`src/rtl/zrl_pkg.sv`:
```
package zrl_pkg;

    // Decoding phases of one line, visited in this order
    typedef enum logic [1:0] {
        ZS_HEADER = 2'd0,
        ZS_LEAD   = 2'd1,
        ZS_BODY   = 2'd2,
        ZS_TRAIL  = 2'd3
    } zrl_state_e;

    localparam int HDR_W = 8;

endpackage

```
`src/rtl/zrl_run_calc.sv`:
```
// Turns a header byte plus the line settings into the three phase lengths.
module zrl_run_calc #(
    parameter int WIDTH_W = 10
) (
    input  logic [7:0]         hdr_i,
    input  logic [1:0]         lead_code_i,
    input  logic [1:0]         trail_code_i,
    input  logic [WIDTH_W-1:0] width_i,
    output logic [WIDTH_W-1:0] lead_o,
    output logic [WIDTH_W-1:0] body_o,
    output logic [WIDTH_W-1:0] trail_o
);
    // A nibble times 8 needs 7 bits; one extra bit holds the sum
    localparam int BASE_W = (WIDTH_W > 7) ? WIDTH_W : 7;
    localparam int SW     = BASE_W + 2;

    logic [SW-1:0] lead_s, trail_s, sum_s, wid_s, body_s;
    logic          all_zero;

    always_comb begin
        lead_s   = SW'(hdr_i[3:0]) << lead_code_i;
        trail_s  = SW'(hdr_i[7:4]) << trail_code_i;
        sum_s    = lead_s + trail_s;
        wid_s    = SW'(width_i);
        all_zero = (sum_s >= wid_s);
        body_s   = wid_s - sum_s;
        // An over-full line becomes one zero run of the whole width
        lead_o   = all_zero ? width_i : WIDTH_W'(lead_s);
        body_o   = all_zero ? '0      : WIDTH_W'(body_s);
        trail_o  = all_zero ? '0      : WIDTH_W'(trail_s);
    end

endmodule

```
`src/rtl/zrl_line_fsm.sv`:
```
// Sequences header, leading zeros, kept pixels and trailing zeros.
module zrl_line_fsm
    import zrl_pkg::*;
#(
    parameter int PIX_W   = 8,
    parameter int WIDTH_W = 10
) (
    input  logic               clk_i,
    input  logic               rst_ni,
    input  logic               in_valid_i,
    input  logic [HDR_W-1:0]   in_data_i,
    output logic               in_ready_o,
    input  logic [WIDTH_W-1:0] width_i,
    input  logic [WIDTH_W-1:0] lead_i,
    input  logic [WIDTH_W-1:0] body_i,
    input  logic [WIDTH_W-1:0] trail_i,
    output logic               out_valid_o,
    input  logic               out_ready_i,
    output logic [PIX_W-1:0]   out_data_o,
    output logic               out_eol_o
);
    localparam logic [WIDTH_W-1:0] CNT_ONE = {{(WIDTH_W-1){1'b0}}, 1'b1};

    typedef struct packed {
        zrl_state_e         st;
        logic [WIDTH_W-1:0] cnt;    // pixels left in current phase
        logic [WIDTH_W-1:0] body;   // kept pixels still to come
        logic [WIDTH_W-1:0] trail;  // trailing zeros still to come
        logic [WIDTH_W-1:0] left;   // pixels left in the line
    } fsm_t;

    fsm_t r_q, r_d;
    logic fire;

    always_comb begin
        r_d         = r_q;
        in_ready_o  = 1'b0;
        out_valid_o = 1'b0;
        out_data_o  = '0;
        out_eol_o   = (r_q.st != ZS_HEADER) && (r_q.left == CNT_ONE);

        unique case (r_q.st)
            ZS_HEADER: begin
                in_ready_o = 1'b1;
            end
            ZS_LEAD, ZS_TRAIL: begin
                out_valid_o = 1'b1;
            end
            default: begin
                out_valid_o = in_valid_i;
                in_ready_o  = out_ready_i;
                out_data_o  = PIX_W'(in_data_i);
            end
        endcase

        fire = out_valid_o && out_ready_i;

        if (r_q.st == ZS_HEADER) begin
            if (in_valid_i) begin
                r_d.left  = width_i;
                r_d.body  = body_i;
                r_d.trail = trail_i;
                if (lead_i != '0) begin
                    r_d.st  = ZS_LEAD;
                    r_d.cnt = lead_i;
                end else if (body_i != '0) begin
                    r_d.st  = ZS_BODY;
                    r_d.cnt = body_i;
                end else if (trail_i != '0) begin
                    r_d.st  = ZS_TRAIL;
                    r_d.cnt = trail_i;
                end
            end
        end else if (fire) begin
            r_d.left = r_q.left - CNT_ONE;
            r_d.cnt  = r_q.cnt - CNT_ONE;
            if (r_q.cnt == CNT_ONE) begin
                if (r_q.st == ZS_LEAD && r_q.body != '0) begin
                    r_d.st  = ZS_BODY;
                    r_d.cnt = r_q.body;
                end else if (r_q.st != ZS_TRAIL && r_q.trail != '0) begin
                    r_d.st  = ZS_TRAIL;
                    r_d.cnt = r_q.trail;
                end else begin
                    r_d.st  = ZS_HEADER;
                end
            end
        end
    end

    always_ff @(posedge clk_i or negedge rst_ni) begin
        if (!rst_ni) begin
            r_q <= '{st: ZS_HEADER, cnt: '0, body: '0, trail: '0, left: '0};
        end else begin
            r_q <= r_d;
        end
    end

    AST_HDR_SILENT: assert property (@(posedge clk_i) disable iff (!rst_ni)
        (r_q.st == ZS_HEADER) |-> !out_valid_o) else $error("header state emitted");

    AST_RUN_STALLS_INPUT: assert property (@(posedge clk_i) disable iff (!rst_ni)
        (r_q.st == ZS_LEAD || r_q.st == ZS_TRAIL) |-> (!in_ready_o && out_data_o == '0))
        else $error("zero run let input through");

    AST_EOL_TO_HEADER: assert property (@(posedge clk_i) disable iff (!rst_ni)
        (out_valid_o && out_ready_i && out_eol_o) |=> (r_q.st == ZS_HEADER))
        else $error("line did not end at eol");

    AST_RUN_WITHIN_LINE: assert property (@(posedge clk_i) disable iff (!rst_ni)
        (r_q.st != ZS_HEADER) |-> (r_q.cnt != '0 && r_q.cnt <= r_q.left))
        else $error("phase longer than line");

    AST_HOLD_UNDER_STALL: assert property (@(posedge clk_i) disable iff (!rst_ni)
        (out_valid_o && !out_ready_i && r_q.st != ZS_BODY) |=> (out_valid_o && $stable(r_q.left)))
        else $error("stalled zero dropped");

endmodule

```
`src/rtl/zrl_line_expander.sv`:
```
// Expands header-compressed sprite lines to full width.
module zrl_line_expander
    import zrl_pkg::*;
#(
    parameter int PIX_W   = 8,   // 1..8
    parameter int WIDTH_W = 10   // at least 7
) (
    input  logic               clk,
    input  logic               rst_n,
    input  logic [WIDTH_W-1:0] line_width,
    input  logic [1:0]         lead_code,
    input  logic [1:0]         trail_code,
    input  logic               in_valid,
    output logic               in_ready,
    input  logic [HDR_W-1:0]   in_data,
    output logic               out_valid,
    input  logic               out_ready,
    output logic [PIX_W-1:0]   out_data,
    output logic               out_eol
);
    logic [WIDTH_W-1:0] lead_w, body_w, trail_w;

    zrl_run_calc #(.WIDTH_W(WIDTH_W)) u_calc (
        .hdr_i        (in_data),
        .lead_code_i  (lead_code),
        .trail_code_i (trail_code),
        .width_i      (line_width),
        .lead_o       (lead_w),
        .body_o       (body_w),
        .trail_o      (trail_w)
    );

    zrl_line_fsm #(.PIX_W(PIX_W), .WIDTH_W(WIDTH_W)) u_fsm (
        .clk_i       (clk),
        .rst_ni      (rst_n),
        .in_valid_i  (in_valid),
        .in_data_i   (in_data),
        .in_ready_o  (in_ready),
        .width_i     (line_width),
        .lead_i      (lead_w),
        .body_i      (body_w),
        .trail_i     (trail_w),
        .out_valid_o (out_valid),
        .out_ready_i (out_ready),
        .out_data_o  (out_data),
        .out_eol_o   (out_eol)
    );

    AST_RESET_IDLE: assert property (@(posedge clk) disable iff (!rst_n)
        $rose(rst_n) |-> (in_ready && !out_valid)) else $error("not idle after reset");

endmodule

```
`config.mk`:
```
export PLATFORM = sky130hd
export DESIGN_NAME = zrl_line_expander
export DESIGN_NICKNAME = d
export VERILOG_FILES = /design/src/rtl/zrl_pkg.sv /design/src/rtl/zrl_run_calc.sv /design/src/rtl/zrl_line_fsm.sv /design/src/rtl/zrl_line_expander.sv
export SDC_FILE = /design/constraint.sdc
export NUM_CORES = 1
export LEC_CHECK = 0
export CORE_UTILIZATION = 53
export CTS_CLUSTER_DIAMETER = 40
export CTS_CLUSTER_SIZE = 25
export DETAILED_ROUTE_END_ITERATION = 6
export GPL_ROUTABILITY_DRIVEN = 0
export PLACE_DENSITY = 0.78
export SLEW_MARGIN = 30
export SYNTH_ARGS = -nofsm -noshare
export SYNTH_HDL_FRONTEND = slang
export SYNTH_SLANG_ARGS = --single-unit
```
`constraint.sdc`:
```
create_clock -name clk -period 2.5 [get_ports clk]
set_input_delay 0.375 -clock clk [delete_from_list [all_inputs] [get_ports clk]]
set_output_delay 0.375 -clock clk [all_outputs]
set_load 0.01 [all_outputs]
```
==> key figures, run 1 <==
Status
  – Outcome: aborted with a tool error
  – Failed at: global routing
  – Tool Error: [ERROR GRT-0232] Routing congestion too high. Check the congestion heatmap in the GUI.

Clocking
  – Total CTS buffers: 5
  – Clock sink count: 39
  – H-tree depth: 2
  – Hold Buf Count CTS: 0
  – Clock Tree Root: clkbuf_8
  – Longest Clk Path Bufs: 2

Synthesis
  – Simple-gate area share of the yosys netlist: 0.204
  – Avg Cell Area, Syn: 8.17 µm²
  – Asr flop ratio synth: 1.00
  – Syn_nets: 527
  – Yosys reg bits: 39
  – Leading register cell type out of synthesis: dfrtp_1
  – Post-synth EDFFs: 0
  – Synthesized area: between 3000 and 4000 µm²
  – Post-synth top area share: 0.253
  – Mux share of post-synthesis cell area: 0.0671
  – Number of distinct library cells after synthesis: 66
  – Synth area leader: dfrtp_1
  – Syn Inst Count: 472
  – Compound-Gate Fraction of Synth Area: 0.272
  – Synth area leaders: dfrtp_1, ha_1, o21ai_0
  – Syn. warnings: 0
  – Adder-cell area share of the yosys netlist: 0.0980
  – Xor and xnor area share after synthesis: 0.0386
  – Largest family of logic cells by synthesized area: compound AO/OA/AOI/OAI gates
  – Sequential area share after synthesis: 0.253

Floorplanning
  – Die width: 87.3 µm
  – Die height: 87.3 µm
  – Initial Util: 0.559
  – IO Count: 37
  – Cell Rows: 30

Global routing
  – GR Overflow Total: 68
  – Total track usage: 0.772
  – Largest net degree at the start of global routing: 41

Timing
  – GRT worst endpoint: u_fsm.r_q[33]$_DFFE_PN0P_/D
  – WEP type: sequential cell input

Placement
  – Post-Place Setup Slack: -2540 ps
  – Port bufs: 36
  – Post-DP HPWL: 10300 µm
[cells by family after synthesis]
family	after synthesis
DFF	39
adders and majority gates	29
buffers and inverters	63
muxes	21
xor gates and xnor gates	17
and+or+nand+nor	149
AOI/OAI and AO/OA	154
[what timing repair did]
action	CTS
setup buffers	51
endpoints found under the setup margin	30
resized for setup	143
gates cloned	1
pin swaps	49
hold endpoints to repair	0
[layer usage]
metal / track usage / overflow
met5: 0.0699 / 0
met4: 0.851 / 23
met3: 0.594 / 0
met2: 0.950 / 44
met1: 0.763 / 1
[cell usage after synthesis, drive strengths merged, types with 9 or more instances]
cell type,n
a21oi,29
inv,38
ha,27
or3,11
clkbuf,16
a22oi,10
o21ai,42
and3,12
nor2,29
xnor2,9
o31ai,15
nand2,38
mux2,15
nor3,11
nor4,11
buf,9
dfrtp,39
[per-stage QoR]
step           TNS, ps  instances  utilization  cell area (µm²)
2_1_floorplan   -37660        472            -             4020
3_3_place_gp    -54350        713        0.771             5330
3_5_place_dp    -60770        713        0.771             5330
4_1_cts         -33680        766        0.902             6230
==> run 2, diff against run 1 <==
--- a/config.mk
+++ b/config.mk
@@ -5,12 +5,10 @@
 export SDC_FILE = /design/constraint.sdc
 export NUM_CORES = 1
 export LEC_CHECK = 0
-export CORE_UTILIZATION = 53
-export CTS_CLUSTER_DIAMETER = 40
-export CTS_CLUSTER_SIZE = 25
+export CORE_UTILIZATION = 40
 export DETAILED_ROUTE_END_ITERATION = 6
 export GPL_ROUTABILITY_DRIVEN = 0
-export PLACE_DENSITY = 0.78
+export PLACE_DENSITY_LB_ADDON = 0.15
 export SLEW_MARGIN = 30
 export SYNTH_ARGS = -nofsm -noshare
 export SYNTH_HDL_FRONTEND = slang
==> constraint.sdc (replaced) <==
create_clock -name clk -period 3.25 [get_ports clk]
set_input_delay 0.4875 -clock clk [delete_from_list [all_inputs] [get_ports clk]]
set_output_delay 0.4875 -clock clk [all_outputs]
set_load 0.01 [all_outputs]
==> key figures, run 2 <==
Synthesis
  – Synthesized area: 3860 µm² (unchanged)
  – Synth area leader: dfrtp_1 (unchanged)
  – Asr flop ratio synth: 1.00 (unchanged)
  – Number of distinct library cells after synthesis: 66 (unchanged)
  – Post-synth top area share: 0.253 (unchanged)
  – Leading register cell type out of synthesis: dfrtp_1 (unchanged)
  – Yosys reg bits: 39 (unchanged)
  – Synth area leaders: dfrtp_1, ha_1, o21ai_0 (unchanged)
  – Sequential area share after synthesis: 0.253 (unchanged)
  – Syn_nets: 527 (unchanged)
  – Avg Cell Area, Syn: 8.17 µm² (unchanged)
  – Most instantiated cells after synthesis: dfrtp_1, inv_1, nand2_1, o21ai_0, nor2_1 (unchanged)
  – Syn. warnings: 0 (unchanged)
  – Count leader, synth: dfrtp_1 (unchanged)
  – Syn Inst Count: 472 (unchanged)
  – Post-synth EDFFs: 0 (unchanged)

Worst setup path
  – Kind of critical path: primary input to flop
  – Max stage delay on crit path: 540 ps
  – Crit-path cells: clkdlybuf4s15_1 -> mux2_4 -> o21ai_4 -> inv_2 -> ha_4 -> inv_1 -> o21bai_1 -> a21oi_1 -> o21bai_1 -> xor2_1 -> buf_4 -> inv_2 -> ha_4 -> or4_4 -> o21ai_4 -> xnor2_4 -> buf_6 -> or4_4 -> o31ai_4 -> a21oi_2 -> a211oi_2
  – Critical Path Fanout Max: 3
  – Critical path's top delay family: compound AO/OA/AOI/OAI gates
  – Slowest stage cell on the critical path: or4_4
  – WP data required: 3470 ps
  – Critical path arrival: 4480 ps
  – Worst setup EP type: flop
  – Startpoint type of the worst setup path: primary input
  – Critical path buffers and inverters: 6

Timing
  – Final number of hold-violating endpoints: 0
  – Slew @ Worst Pin: slightly above 900 ps
  – Final period util: 1.31
  – Minimum clock period: 4270 ps
  – Final worst slack: -1020 ps
  – Relative slew slack: 0.379
  – Smallest hold slack: 165 ps
  – Setup Skew: 7.39 ps
  – Fmax: 0.234 GHz
  – RSZ-0062 raised after global routing: true
  – Fin. max-slew vios: 0
  – # setup viols final: 29

Drt
  – Initial DRC count: 211
  – Drt pass-1 iters: 5
  – Wire length per cell: 17.2 µm
  – Detail Route Antenna Nets: 0
  – Total Wirelength: between 10000 and 15000 µm
  – Vias: 4147
  – # DRC: 0
  – Via/cell ratio: approximately 5.6

Status
  – Outcome: finished, violations left (was aborted with a tool error)
  – Failing checks: setup timing

Clocking
  – Worst-Skew Late Latency: roughly 300 ps
  – CTS tree: yes
  – H-tree depth: 2 (unchanged)
  – Hold Buf Count CTS: 0 (unchanged)
  – Clock Tree Root: clkbuf_8 (unchanged)
  – Clock sink count: 39 (unchanged)
  – Longest Clk Path Bufs: 2 (unchanged)
  – Clk slew on worst S/H paths: 80 ps
  – Total CTS buffers: 5 (unchanged)

Cells and area
  – Max FFs per register: 39
  – FILL cells: 860
  – Largest registers: u_fsm.r_q (39)
  – Share of cells above drive strength 1: 0.373
  – Final core occ: 0.616
  – Reg with most FFs: u_fsm.r_q
  – Synth-to-layout area growth: 48.3%
  – Most common cell after layout, fill and taps aside: buf_4
  – Most frequent cells in the layout: buf_4, dfrtp_1, nand2_1
  – Antenna cells: 0
  – # nets final: 660

Worst hold path
  – Worst min path class: primary input to async pin

Run
  – Max-Cap Viols: 0

Placement
  – Post-DP HPWL: 9740 µm (was 10300 µm)
  – Post-Place Setup Slack: -1910 ps (was -2540 ps)
  – Port bufs: 36 (unchanged)

Floorplanning
  – Die width: 100 µm (was 87.3 µm)
  – Core region area: 9280 µm²
  – Initial Util: 0.415 (was 0.559)
  – Die height: 100 µm (was 87.3 µm)
  – Die area: 10000 µm²
  – IO Count: 37 (unchanged)
  – Cell Rows: 35 (was 30)

Global routing
  – Initial antenna violation count: 0
  – Vias in the first global route: 4104
  – Total track usage: 0.260
  – GR Overflow Total: 0
  – Largest net degree at the start of global routing: 41
  – First-pass GRT wire length: 20500 µm

Power and ir drop
  – Lkg Pwr: 2.63 nW
  – VDD IR max: ~260 µV
  – PD cells: slightly below 700 nW/µm²
-- run 2: cell counts after synthesis --
No cell type changed its count.
-- run 2: cell families (layout without fill, tap and decap cells) --
kind of cell,count (synthesis),in the layout,share of synthesized area
AO/OA/AOI/OAI,154,154,0.272
AND/OR/NAND/NOR,149,149,0.204
buffers and inverters,63,197,0.0675
flip-flops,39,39,0.253
adder cells (fa/ha/maj),29,29,0.0980
multiplexers,21,21,0.0671
XOR/XNOR,17,17,0.0386
-- run 2: final cells by class --
class | count | area [µm²] | area share
Clock inverter | 2 | 35.0 | 0.00613
Clock buffer | 6 | 82.6 | 0.0144
Inverter | 38 | 143 | 0.0249
Sequential cell | 39 | 976 | 0.171
Tap cell | 129 | 161 | 0.0282
Multi-Input combinational cell | 370 | 3030 | 0.531
Timing Repair Buffer | 151 | 1290 | 0.225
-- run 2: timing repair --
| item | 4_1_cts | 5_1_grt |
|---|---|---|
| pin swaps | 32 | 11 |
| hold endpoints to repair | 0 | 0 |
| gates cloned | 1 | 0 |
| endpoints found under the setup margin | 29 | 29 |
| buffers inserted | 11 | 2 |
| resized for setup | 105 | 19 |
-- run 2: power by group --
part | leakage [nW] | switching, W | internal, W
Sequential | 0.491 | 0.000233 | 0.000704
Clock | 0.0612 | 0.000175 | 0.000248
Combinational | 2.08 | 0.00131 | 0.00126
Total | 2.63 | 0.00172 | 0.00221
-- run 2: through the flow --
stage	std cells	setup TNS [ps]	total power (W)	instance area (µm²)
after detailed placement	715	-39070	0.00318	5150
after CTS	733	-13100	0.00382	5620
after floorplan	472	-19170	0.00234	4020
after global routing	735	-16880	0.00421	5720
final	735	-13360	0.00393	5720
after global placement	715	-36200	0.00314	5150
-- run 2: worst paths after layout --
check,from,to,slack [ps],cells after the start
max reg2reg,u_fsm.r_q[12],u_fsm.r_q[30],430,8
max,in_data[7],u_fsm.r_q[33],-1020,21
min,rst_n,u_fsm.r_q[13],160,1
max in group asynchronous,rst_n,u_fsm.r_q[4],2740,1
min in group clk,u_fsm.r_q[8],u_fsm.r_q[8],520,2
min reg2reg,u_fsm.r_q[8],u_fsm.r_q[8],520,2
-- run 2: layer usage --
metal | vias up | global-route usage | share of wire
met3 | 34 | 0.0251 | 0.041
met4 | 0 | 0.0881 | 0.031
met5 | - | 0 | 0
li1 | 2000 | - | -
met2 | 113 | 0.438 | 0.48
met1 | 2000 | 0.350 | 0.45
(Power assumes the default switching activity.)
